===== config.mk =====
export PLATFORM = sky130hd
export DESIGN_NAME = dtlb_top
export DESIGN_NICKNAME = d
export VERILOG_FILES = /design/src/rtl/dtlb_pkg.sv /design/src/rtl/dtlb_reg_decode.sv /design/src/rtl/dtlb_entry_store.sv /design/src/rtl/dtlb_lookup.sv /design/src/rtl/dtlb_top.sv
export SDC_FILE = /design/constraint.sdc
export NUM_CORES = 2
export LEC_CHECK = 0
export BUFFER_PORTS_ARGS = -buffer_cell sky130_fd_sc_hd__buf_4
export CAP_MARGIN = 25
export CORE_ASPECT_RATIO = 1.1
export CORE_MARGIN = 2
export CORE_UTILIZATION = 60
export DETAILED_ROUTE_END_ITERATION = 8
export PLACE_DENSITY = 0.76
export SLEW_MARGIN = 20
export SYNTH_ARGS = -nofsm -noshare
export SYNTH_HDL_FRONTEND = slang
export SYNTH_HIERARCHICAL = 1
export SYNTH_SLANG_ARGS = --single-unit

===== constraint.sdc =====
create_clock -name clk_i -period 4.15 [get_ports clk_i]
set_clock_uncertainty 0.05 [all_clocks]
set_input_delay 0.83 -clock clk_i [delete_from_list [all_inputs] [get_ports clk_i]]
set_output_delay 0.83 -clock clk_i [all_outputs]
set_load 0.02 [all_outputs]

===== src/rtl/dtlb_pkg.sv =====
package dtlb_pkg;
  localparam int unsigned SW_BIT = 9;
  localparam int unsigned SR_BIT = 8;
  localparam int unsigned UW_BIT = 7;
  localparam int unsigned UR_BIT = 6;
  localparam int unsigned CI_BIT = 1;
  localparam int unsigned VALID_BIT = 0;

  typedef struct packed {
    logic sw;
    logic sr;
    logic uw;
    logic ur;
  } perm_t;
endpackage


===== src/rtl/dtlb_reg_decode.sv =====
module dtlb_reg_decode #(
  parameter int unsigned ADDR_W = 32,
  parameter int unsigned IDX_W = 6,
  parameter logic [31:0] MATCH_BASE = 32'h0000_0A00,
  parameter logic [31:0] XLATE_BASE = 32'h0000_0B00
) (
  input  logic              cs_i,
  input  logic              we_i,
  input  logic [ADDR_W-1:0] addr_i,
  output logic              sel_match_o,
  output logic              sel_xlate_o,
  output logic              wr_match_o,
  output logic              wr_xlate_o,
  output logic [IDX_W-1:0]  idx_o
);
  localparam logic [ADDR_W-1:0] IDX_MASK = ADDR_W'((1 << IDX_W) - 1);

  logic [ADDR_W-1:0] page;
  assign page = addr_i & ~IDX_MASK;

  assign sel_match_o = cs_i && (page == ADDR_W'(MATCH_BASE));
  assign sel_xlate_o = cs_i && (page == ADDR_W'(XLATE_BASE));
  assign wr_match_o  = sel_match_o && we_i;
  assign wr_xlate_o  = sel_xlate_o && we_i;
  assign idx_o       = addr_i[IDX_W-1:0];
endmodule


===== src/rtl/dtlb_entry_store.sv =====
module dtlb_entry_store
  import dtlb_pkg::*;
#(
  parameter int unsigned IDX_W = 6,
  parameter int unsigned TAG_W = 13,
  parameter int unsigned PPN_W = 19,
  localparam int unsigned ENTRIES = 1 << IDX_W
) (
  input  logic             clk_i,
  input  logic             rst_ni,
  input  logic             wr_match_i,
  input  logic             wr_xlate_i,
  input  logic [IDX_W-1:0] widx_i,
  input  logic [TAG_W-1:0] wtag_i,
  input  logic             wvalid_i,
  input  logic [PPN_W-1:0] wppn_i,
  input  perm_t            wperm_i,
  input  logic             wci_i,
  // lookup read port
  input  logic [IDX_W-1:0] lidx_i,
  output logic             lvalid_o,
  output logic [TAG_W-1:0] ltag_o,
  output logic [PPN_W-1:0] lppn_o,
  output perm_t            lperm_o,
  output logic             lci_o,
  // register read port
  input  logic [IDX_W-1:0] ridx_i,
  output logic             rvalid_o,
  output logic [TAG_W-1:0] rtag_o,
  output logic [PPN_W-1:0] rppn_o,
  output perm_t            rperm_o,
  output logic             rci_o
);
  logic [ENTRIES-1:0] valid_q;
  logic [TAG_W-1:0]   tag_q  [ENTRIES];
  logic [PPN_W-1:0]   ppn_q  [ENTRIES];
  perm_t              perm_q [ENTRIES];
  logic [ENTRIES-1:0] ci_q;

  for (genvar e = 0; e < ENTRIES; e++) begin : g_entry
    logic hit_w;
    assign hit_w = (widx_i == IDX_W'(e));

    always_ff @(posedge clk_i or negedge rst_ni) begin
      if (!rst_ni) valid_q[e] <= 1'b0;
      else if (wr_match_i && hit_w) valid_q[e] <= wvalid_i;
    end

    always_ff @(posedge clk_i) begin
      if (wr_match_i && hit_w) tag_q[e] <= wtag_i;
      if (wr_xlate_i && hit_w) begin
        ppn_q[e]  <= wppn_i;
        perm_q[e] <= wperm_i;
        ci_q[e]   <= wci_i;
      end
    end
  end

  assign lvalid_o = valid_q[lidx_i];
  assign ltag_o   = tag_q[lidx_i];
  assign lppn_o   = ppn_q[lidx_i];
  assign lperm_o  = perm_q[lidx_i];
  assign lci_o    = ci_q[lidx_i];

  assign rvalid_o = valid_q[ridx_i];
  assign rtag_o   = tag_q[ridx_i];
  assign rppn_o   = ppn_q[ridx_i];
  assign rperm_o  = perm_q[ridx_i];
  assign rci_o    = ci_q[ridx_i];
endmodule


===== src/rtl/dtlb_lookup.sv =====
module dtlb_lookup
  import dtlb_pkg::*;
#(
  parameter int unsigned ADDR_W = 32,
  parameter int unsigned OFF_W = 13,
  parameter int unsigned IDX_W = 6,
  localparam int unsigned TAG_W = ADDR_W - OFF_W - IDX_W,
  localparam int unsigned PPN_W = ADDR_W - OFF_W
) (
  input  logic              clk_i,
  input  logic              rst_ni,
  input  logic              en_i,
  input  logic [ADDR_W-1:OFF_W] vpage_i,
  output logic [IDX_W-1:0]  idx_o,
  input  logic              evalid_i,
  input  logic [TAG_W-1:0]  etag_i,
  input  logic [PPN_W-1:0]  eppn_i,
  input  perm_t             eperm_i,
  input  logic              eci_i,
  output logic              hit_o,
  output logic [PPN_W-1:0]  ppn_o,
  output perm_t             perm_o,
  output logic              ci_o
);
  logic [TAG_W-1:0] vtag;
  assign idx_o = vpage_i[OFF_W+IDX_W-1:OFF_W];
  assign vtag  = vpage_i[ADDR_W-1:OFF_W+IDX_W];

  always_ff @(posedge clk_i or negedge rst_ni) begin
    if (!rst_ni) begin
      hit_o  <= 1'b0;
      ppn_o  <= '0;
      perm_o <= '0;
      ci_o   <= 1'b0;
    end else if (en_i) begin
      hit_o  <= evalid_i && (etag_i == vtag);
      ppn_o  <= eppn_i;
      perm_o <= eperm_i;
      ci_o   <= eci_i;
    end
  end
endmodule


===== src/rtl/dtlb_top.sv =====
module dtlb_top
  import dtlb_pkg::*;
#(
  parameter int unsigned ADDR_W = 32,
  parameter int unsigned OFF_W = 13,
  parameter int unsigned IDX_W = 6,
  parameter logic [31:0] MATCH_BASE = 32'h0000_0A00,
  parameter logic [31:0] XLATE_BASE = 32'h0000_0B00,
  localparam int unsigned TAG_W = ADDR_W - OFF_W - IDX_W,
  localparam int unsigned PPN_W = ADDR_W - OFF_W
) (
  input  logic              clk_i,
  input  logic              rst_ni,
  input  logic              lookup_en_i,
  input  logic [ADDR_W-1:0] vaddr_i,
  output logic              hit_o,
  output logic [PPN_W-1:0]  ppn_o,
  output logic              sw_o,
  output logic              sr_o,
  output logic              uw_o,
  output logic              ur_o,
  output logic              ci_o,
  input  logic              reg_cs_i,
  input  logic              reg_we_i,
  input  logic [ADDR_W-1:0] reg_addr_i,
  input  logic [31:0]       reg_wdata_i,
  output logic [31:0]       reg_rdata_o
);
  logic             sel_match, sel_xlate, wr_match, wr_xlate;
  logic [IDX_W-1:0] ridx, lidx;
  logic             lvalid, rvalid, lci, rci;
  logic [TAG_W-1:0] ltag, rtag;
  logic [PPN_W-1:0] lppn, rppn;
  perm_t            lperm, rperm, wperm, perm_q;

  dtlb_reg_decode #(
    .ADDR_W(ADDR_W), .IDX_W(IDX_W),
    .MATCH_BASE(MATCH_BASE), .XLATE_BASE(XLATE_BASE)
  ) u_dec (
    .cs_i(reg_cs_i), .we_i(reg_we_i), .addr_i(reg_addr_i),
    .sel_match_o(sel_match), .sel_xlate_o(sel_xlate),
    .wr_match_o(wr_match), .wr_xlate_o(wr_xlate), .idx_o(ridx)
  );

  assign wperm = '{sw: reg_wdata_i[SW_BIT], sr: reg_wdata_i[SR_BIT],
                   uw: reg_wdata_i[UW_BIT], ur: reg_wdata_i[UR_BIT]};

  dtlb_entry_store #(.IDX_W(IDX_W), .TAG_W(TAG_W), .PPN_W(PPN_W)) u_store (
    .clk_i, .rst_ni,
    .wr_match_i(wr_match), .wr_xlate_i(wr_xlate), .widx_i(ridx),
    .wtag_i(reg_wdata_i[31 -: TAG_W]), .wvalid_i(reg_wdata_i[VALID_BIT]),
    .wppn_i(reg_wdata_i[31 -: PPN_W]), .wperm_i(wperm), .wci_i(reg_wdata_i[CI_BIT]),
    .lidx_i(lidx), .lvalid_o(lvalid), .ltag_o(ltag), .lppn_o(lppn),
    .lperm_o(lperm), .lci_o(lci),
    .ridx_i(ridx), .rvalid_o(rvalid), .rtag_o(rtag), .rppn_o(rppn),
    .rperm_o(rperm), .rci_o(rci)
  );

  dtlb_lookup #(.ADDR_W(ADDR_W), .OFF_W(OFF_W), .IDX_W(IDX_W)) u_lookup (
    .clk_i, .rst_ni, .en_i(lookup_en_i), .vpage_i(vaddr_i[ADDR_W-1:OFF_W]),
    .idx_o(lidx), .evalid_i(lvalid), .etag_i(ltag), .eppn_i(lppn),
    .eperm_i(lperm), .eci_i(lci),
    .hit_o, .ppn_o, .perm_o(perm_q), .ci_o
  );

  assign sw_o = perm_q.sw;
  assign sr_o = perm_q.sr;
  assign uw_o = perm_q.uw;
  assign ur_o = perm_q.ur;

  // repack stored fields; unstored bits read zero
  always_comb begin
    reg_rdata_o = '0;
    if (sel_match) begin
      reg_rdata_o[31 -: TAG_W]  = rtag;
      reg_rdata_o[VALID_BIT]    = rvalid;
    end else if (sel_xlate) begin
      reg_rdata_o[31 -: PPN_W]  = rppn;
      reg_rdata_o[SW_BIT]       = rperm.sw;
      reg_rdata_o[SR_BIT]       = rperm.sr;
      reg_rdata_o[UW_BIT]       = rperm.uw;
      reg_rdata_o[UR_BIT]       = rperm.ur;
      reg_rdata_o[CI_BIT]       = rci;
    end
  end
endmodule


* Word-level counts from Yosys, hierarchy flattened
Memories as Yosys holds them, arrays and structs flattened. A register that Yosys moved wholly into a read port is not among the register bits.
Index checks and enable logic that the tools add are counted.
** Storage, ports and cells
- Register bits :: 130
- RAM bits :: 2304
- Output and inout bits :: 57
- Logic and storage cells :: 1365
- Memories kept :: 3
** Cells by class
- $lt $le $gt $ge :: 2
- Eq/ne operators :: 66
- Mux-type cells :: 839
- Reduce and logical (&&, ||, !) cells :: 325
** Memories
- u_store.ppn_q :: depth 64, width 19, rd ports 2, clocked after Yosys merged registers in 1, wr ports 1, RTL line dtlb_entry_store.sv:36 : logic [PPN_W-1:0] ppn_q [ENTRIES];
- u_store.tag_q :: depth 64, width 13, rd ports 2, clocked after Yosys merged registers in 0, wr ports 1, RTL line dtlb_entry_store.sv:35 : logic [TAG_W-1:0] tag_q [ENTRIES];
- u_store.perm_q :: depth 64, width 4, rd ports 2, clocked after Yosys merged registers in 1, wr ports 1, RTL line dtlb_entry_store.sv:37 : perm_t perm_q [ENTRIES];
** Operator list (number)
- 2-to-1 mux 19 bit :: 64
- OR reduction 19 bit :: 63
- 2-to-1 mux 6 bit :: 190
- 2-to-1 mux 13 bit :: 64
- OR reduction 13 bit :: 63
- 2-to-1 mux 1 bit :: 452
- 2-to-1 mux 4 bit :: 65
- OR reduction 4 bit :: 63
- equality test 6 bit, second input constant :: 32
- logical AND 1 bit :: 133
- equality test 6 x 5 -> 1 bit, second input constant :: 16
- equality test 26 x 6 -> 1 bit, second input constant :: 2
- equality test 6 x 4 -> 1 bit, second input constant :: 8
- binary-select mux 1 bit (select 6 bit) :: 4
- equality test 6 x 3 -> 1 bit, second input constant :: 4
- < comparator 6 x 7 -> 1 bit, second input constant :: 2
- equality test 13 bit :: 1
- equality test 6 x 2 -> 1 bit, second input constant :: 2
- equality test 6 x 1 -> 1 bit, second input constant :: 1
- zero test 6 bit :: 1
- zero test 1 bit :: 2

* Depth between registers and ports, before layout
- Word-level depth :: 70
- Gate-level depth with buffers :: 15
- Depth with buffers taken out :: 9

* Cells and area by module
Netlist, hierarchy kept.
** By module, submodules not included
- dtlb_entry_store :: times used 1, cells an instance 5525, area an instance 111877.3 um^2, seq. area each 72709.7 um^2
- dtlb_lookup :: times used 1, cells an instance 78, area an instance 1133.6 um^2, seq. area each 625.6 um^2
- dtlb_top :: times used 1, cells an instance 37, area an instance 282.8 um^2, seq. area each 0.0 um^2
- dtlb_reg_decode :: times used 1, cells an instance 22, area an instance 145.1 um^2, seq. area each 0.0 um^2

* Worst setup path after synthesis
Ideal clock, no wire load.
- Kind :: input-to-reg
- From :: input reg_addr_i[23]
- To :: register u_store.ci_q[10], enable pin
- Setup time :: 405 ps
- Arrival time :: 3657 ps
- Data required time :: 3695 ps
- Setup slack :: 38 ps
- Stages on the path :: 6
- Path buffers :: 2
- Cells stage by stage :: or4_4 > nor4_1 > or3b_2 > clkbuf_1 > clkbuf_1 > nor2_1
** On the way
- Cells in the longest elaborated chain, start to end :: 4
** Ends and longest elaborated chain
- from (decl) :: RTL line dtlb_top.sv:25 : input logic [ADDR_W-1:0] reg_addr_i,
- equality test 26 x 6 -> 1 bit :: RTL line dtlb_reg_decode.sv:22 : assign sel_xlate_o = cs_i && (page == ADDR_W'(XLATE_BASE));
- logical AND 1 bit :: RTL line dtlb_reg_decode.sv:22
- logical AND 1 bit :: RTL line dtlb_reg_decode.sv:24 : assign wr_xlate_o = sel_xlate_o && we_i;
- net wr_xlate :: RTL line dtlb_top.sv:29 : logic sel_match, sel_xlate, wr_match, wr_xlate;
- logical AND 1 bit :: RTL line dtlb_entry_store.sv:51 : if (wr_xlate_i && hit_w) begin
- to (signal, indexed assignment) :: RTL line dtlb_entry_store.sv:54 : ci_q[e] <= wci_i;
- to (decl) :: RTL line dtlb_entry_store.sv:38 : logic [ENTRIES-1:0] ci_q;
The timed path passes the listed nets, and every way through them passes these cells.
A chain may end at the register's enable or synchronous reset.

* Worst setup path in the final report
- From :: input reg_addr_i[0]
- To :: output reg_rdata_o[22]
** On the way
- Cells in the longest elaborated chain, start to end :: 3
- Elaborated cells on any way between the ends :: 4
** Ends and longest elaborated chain
- memory read (64 x 19 bit)
- net rppn[9] :: RTL line dtlb_top.sv:33 : logic [PPN_W-1:0] lppn, rppn;
- 2-to-1 mux 19 bit :: RTL line dtlb_top.sv:77 : end else if (sel_xlate) begin
- 2-to-1 mux 13 bit :: RTL line dtlb_top.sv:74 : if (sel_match) begin
- to (decl) :: RTL line dtlb_top.sv:27 : output logic [31:0] reg_rdata_o
The timed path passes the listed nets, and every way through them passes these cells.

==> qor.yml <==
status: "finished, violations left"
violations: "setup timing"
routabilityCongestion: 1.05
reg2reg_setup_slack_ps: 910
ir_worst_vdd_mv: 0.588
drc: 0
syn_inst: 5662
grt_max_degree: 98
post_synth.cell_area_avg_um2: 20.0
place_inst: 8731
die_x_um: 419
yosys_warnings: 6
grt_pass1_vias: 71128
synth_top_cell_area_share: 0.627
r2r_cells: 12
maxCapViolations: 0
power_density_mw_per_mm2: 406
final_area_mm2: 0.136
synth_edf_count: 2368
totalWireLength_mm: 412
route.vias.total: 73684
area_growth_pct: 20.1
synth_xor_area_frac: 0.00100
crit_arrival_ps: 3420
yosysSeqAreaShare: 0.646
cp.required_ps: 3270
synth_common_cells: "edfxtp_1 (2368), mux4_2 (1185), o22ai_1 (211)"
cts_tree: "done"
min_to: "u_lookup/hit_o"
layout_min_cycle_time_ps: 4300
setup_tns_ps: -1110
synth_area_mm2: 0.113
place_ws_ps: -499
ant_nets: 0
rsz0062_at_grt: "yes"
clk_latency_ps: 910
cts_buffer_depth: 3
slew_headroom: 0.268
die_area_mm2: 0.193
ys_top_cells_by_area: "edfxtp_1 (63%), mux4_2 (24%), dfrtp_1 (2.0%)"
max_slew.worst_pin.slew_ps: 1100
setup_slack_ps: -150
synth_cell_types: 58
end_kind: "primary output"
avgViaCountPerCell: 7.94
synthArstFlopShare: 0.0362
gr-usage-met1: 0.545
cts_max_level: 4
grt_usage: 0.429
leakagePower_nw: 44.9
io_buffers: 130
final_cells: 9282
synth_top_family_by_area: "multiplexers"
finalMaxSlewViolations: 0
start_util: 0.603
worst_setup_path_start_kind: "primary input"
core_area_mm2: 0.188
grt_pass1_wl_mm: 561
fin_nets: 6709
gr-max-usage-layer: "met2"
fin_util: 0.724
clockRootBuffer: "clkbuf_16"
rows: 167
synth_area_leader_cell: "edfxtp_1"
grt_antenna_before_repair: 37
grtUsageMet3: 0.168
path_max_fanout: 8
path_class: "primary input to primary output"
cts.clk_slew.worst_paths_ps: 70
wl_per_cell_um: 44.4
synth.most_common_cell: "edfxtp_1"
drive_above_1_share: 0.452
synth-compound-area-share: 0.0434
final.period_utilization: 1.04
hold_depth: 4
grt-ovfl-total: 0
synthMuxAreaShare: 0.263
fp.dieH_um: 460
drt_iter0_drc: 14277
min-delay-start: "vaddr_i[19]"
max_freq_ghz: 0.233
synth-seq-cells: 2457
dp_hpwl_mm: 267
synth-simple-area-share: 0.0226
synth_flop_cell: "edfxtp_1"
setup_viol: 18
cts_sinks: 2457
cts-buffers-inserted: 234
hp-class: "primary input to flip-flop"
io_pins: 158
hold_viol: 0
r2r-start: "u_store/tag_q[47][12]"
dpl-instance-area_mm2: 0.126
synthAdderAreaFrac: 0
firstDrtPassIters: 8
grtUsageMet2: 0.621
rr_endpoint: "u_lookup/hit_o"
-- worst max-delay path, stage by stage --
cell       delay, ps
buf_16           190
clkbuf_16        250
buf_16           160
mux4_2           540
mux2i_2          210
a21oi_1          100
buf_4            180
a21oi_4          190
buf_6            130
a311oi_1          40
buf_4            200
a22o_4           240
buf_6            130
-- cells by family (layout without fill, tap and decap cells) --
kind of cell	Yosys count	in the layout
other cells	1	29
mux	1482	1482
simple gates	535	535
compound gates	693	693
xor+xnor	13	13
flops	2457	2457
buf+inv	481	1623
-- cell type report --
type | instances | area (um^2)
antenna | 22 | 55.1
timing repair buffer | 1180 | 13200
inverter | 5 | 20.0
clock buffer | 277 | 6120
fill | 10625 | 51800
tap | 2450 | 3070
multi-input combinational | 2730 | 38700
clock inverter | 161 | 1740
sequential | 2457 | 73300
-- sequential cells by signal (all words and copies together) (netlist names) --
name and count:
u_store/ppn_q 1216, u_store/tag_q 832, u_store/perm_q 256, u_store/ci_q 64
u_store/valid_q 64, u_lookup/ppn_o 19, u_lookup/perm_o 4, u_lookup/ci_o 1
u_lookup/hit_o 1
-- through the flow --
| step | hold WS [ps] | total power, mW |
|---|---|---|
| after detailed placement | 451 | 33.0 |
| after global placement | 442 | 32.9 |
| after floorplan | 442 | 30.3 |
| after CTS | 226 | 54.9 |
| after global routing | 261 | 56.2 |
| final | 270 | 55.3 |
-- metal layers --
layer | up-vias | wire length (um) | share of wire
li1 | 26706 | - | -
met1 | 37780 | 127000 | 0.31
met2 | 7697 | 183000 | 0.44
met3 | 1479 | 69200 | 0.17
met4 | 22 | 32500 | 0.079
met5 | - | 138 | 0.00034
-- power breakdown --
group	internal (mW)	total (mW)	switching [mW]
sequential	27.2	27.2	0.0344
clock	12.6	22.2	9.64
combinational	2.33	5.84	3.50
total	42.1	55.3	13.2
-- how the worst max path moves through the flow --
| stage | end | slack (ps) | startpoint |
|---|---|---|---|
| global route | reg_rdata_o[24] | -120 | reg_addr_i[0] |
| CTS | reg_rdata_o[19] | -80 | reg_addr_i[0] |
| global placement | reg_rdata_o[26] | -500 | reg_addr_i[0] |
| finish | reg_rdata_o[22] | -150 | reg_addr_i[0] |
| detailed placement | reg_rdata_o[26] | -500 | reg_addr_i[0] |
| floorplan | u_store/ci_q[10] | 40 | reg_addr_i[23] |
-- timing repair --
action / in CTS / in global routing
gates cloned: 11 / 10
pin swaps: 17 / 34
hold buffers: 1 / 0
buffers inserted: 31 / 43
gates resized for setup: 131 / 127
endpoints found under the hold margin: 34 / 0
endpoints found under the setup margin: 25 / 25
-- placed cells by master (no fill, tap or decap), drive strengths merged, types with 11 or more instances in the layout --
master,synthesis,routed
clkbuf,159,287
a21oi,93,93
diode,0,22
mux2,120,120
nand2b,21,21
o211a,11,11
inv,5,15
a22o,47,47
a31oi,34,34
a22oi,92,92
clkinvlp,0,13
a211oi,12,12
xor2,12,12
clkinv,0,105
mux4,1185,1185
nand3b,13,13
edfxtp,2368,2368
o221ai,76,76
bufinv,0,33
nor2b,23,23
o21ai,23,23
o22ai,212,212
nor2,201,201
nand2,74,74
nand3,56,56
and2,24,24
o22a,22,22
mux2i,177,177
nor3,66,66
or2,11,11
buf,317,1167
nor4,21,21
a221oi,52,52
dfrtp,89,89
Power figures use the tool's default switching activity.
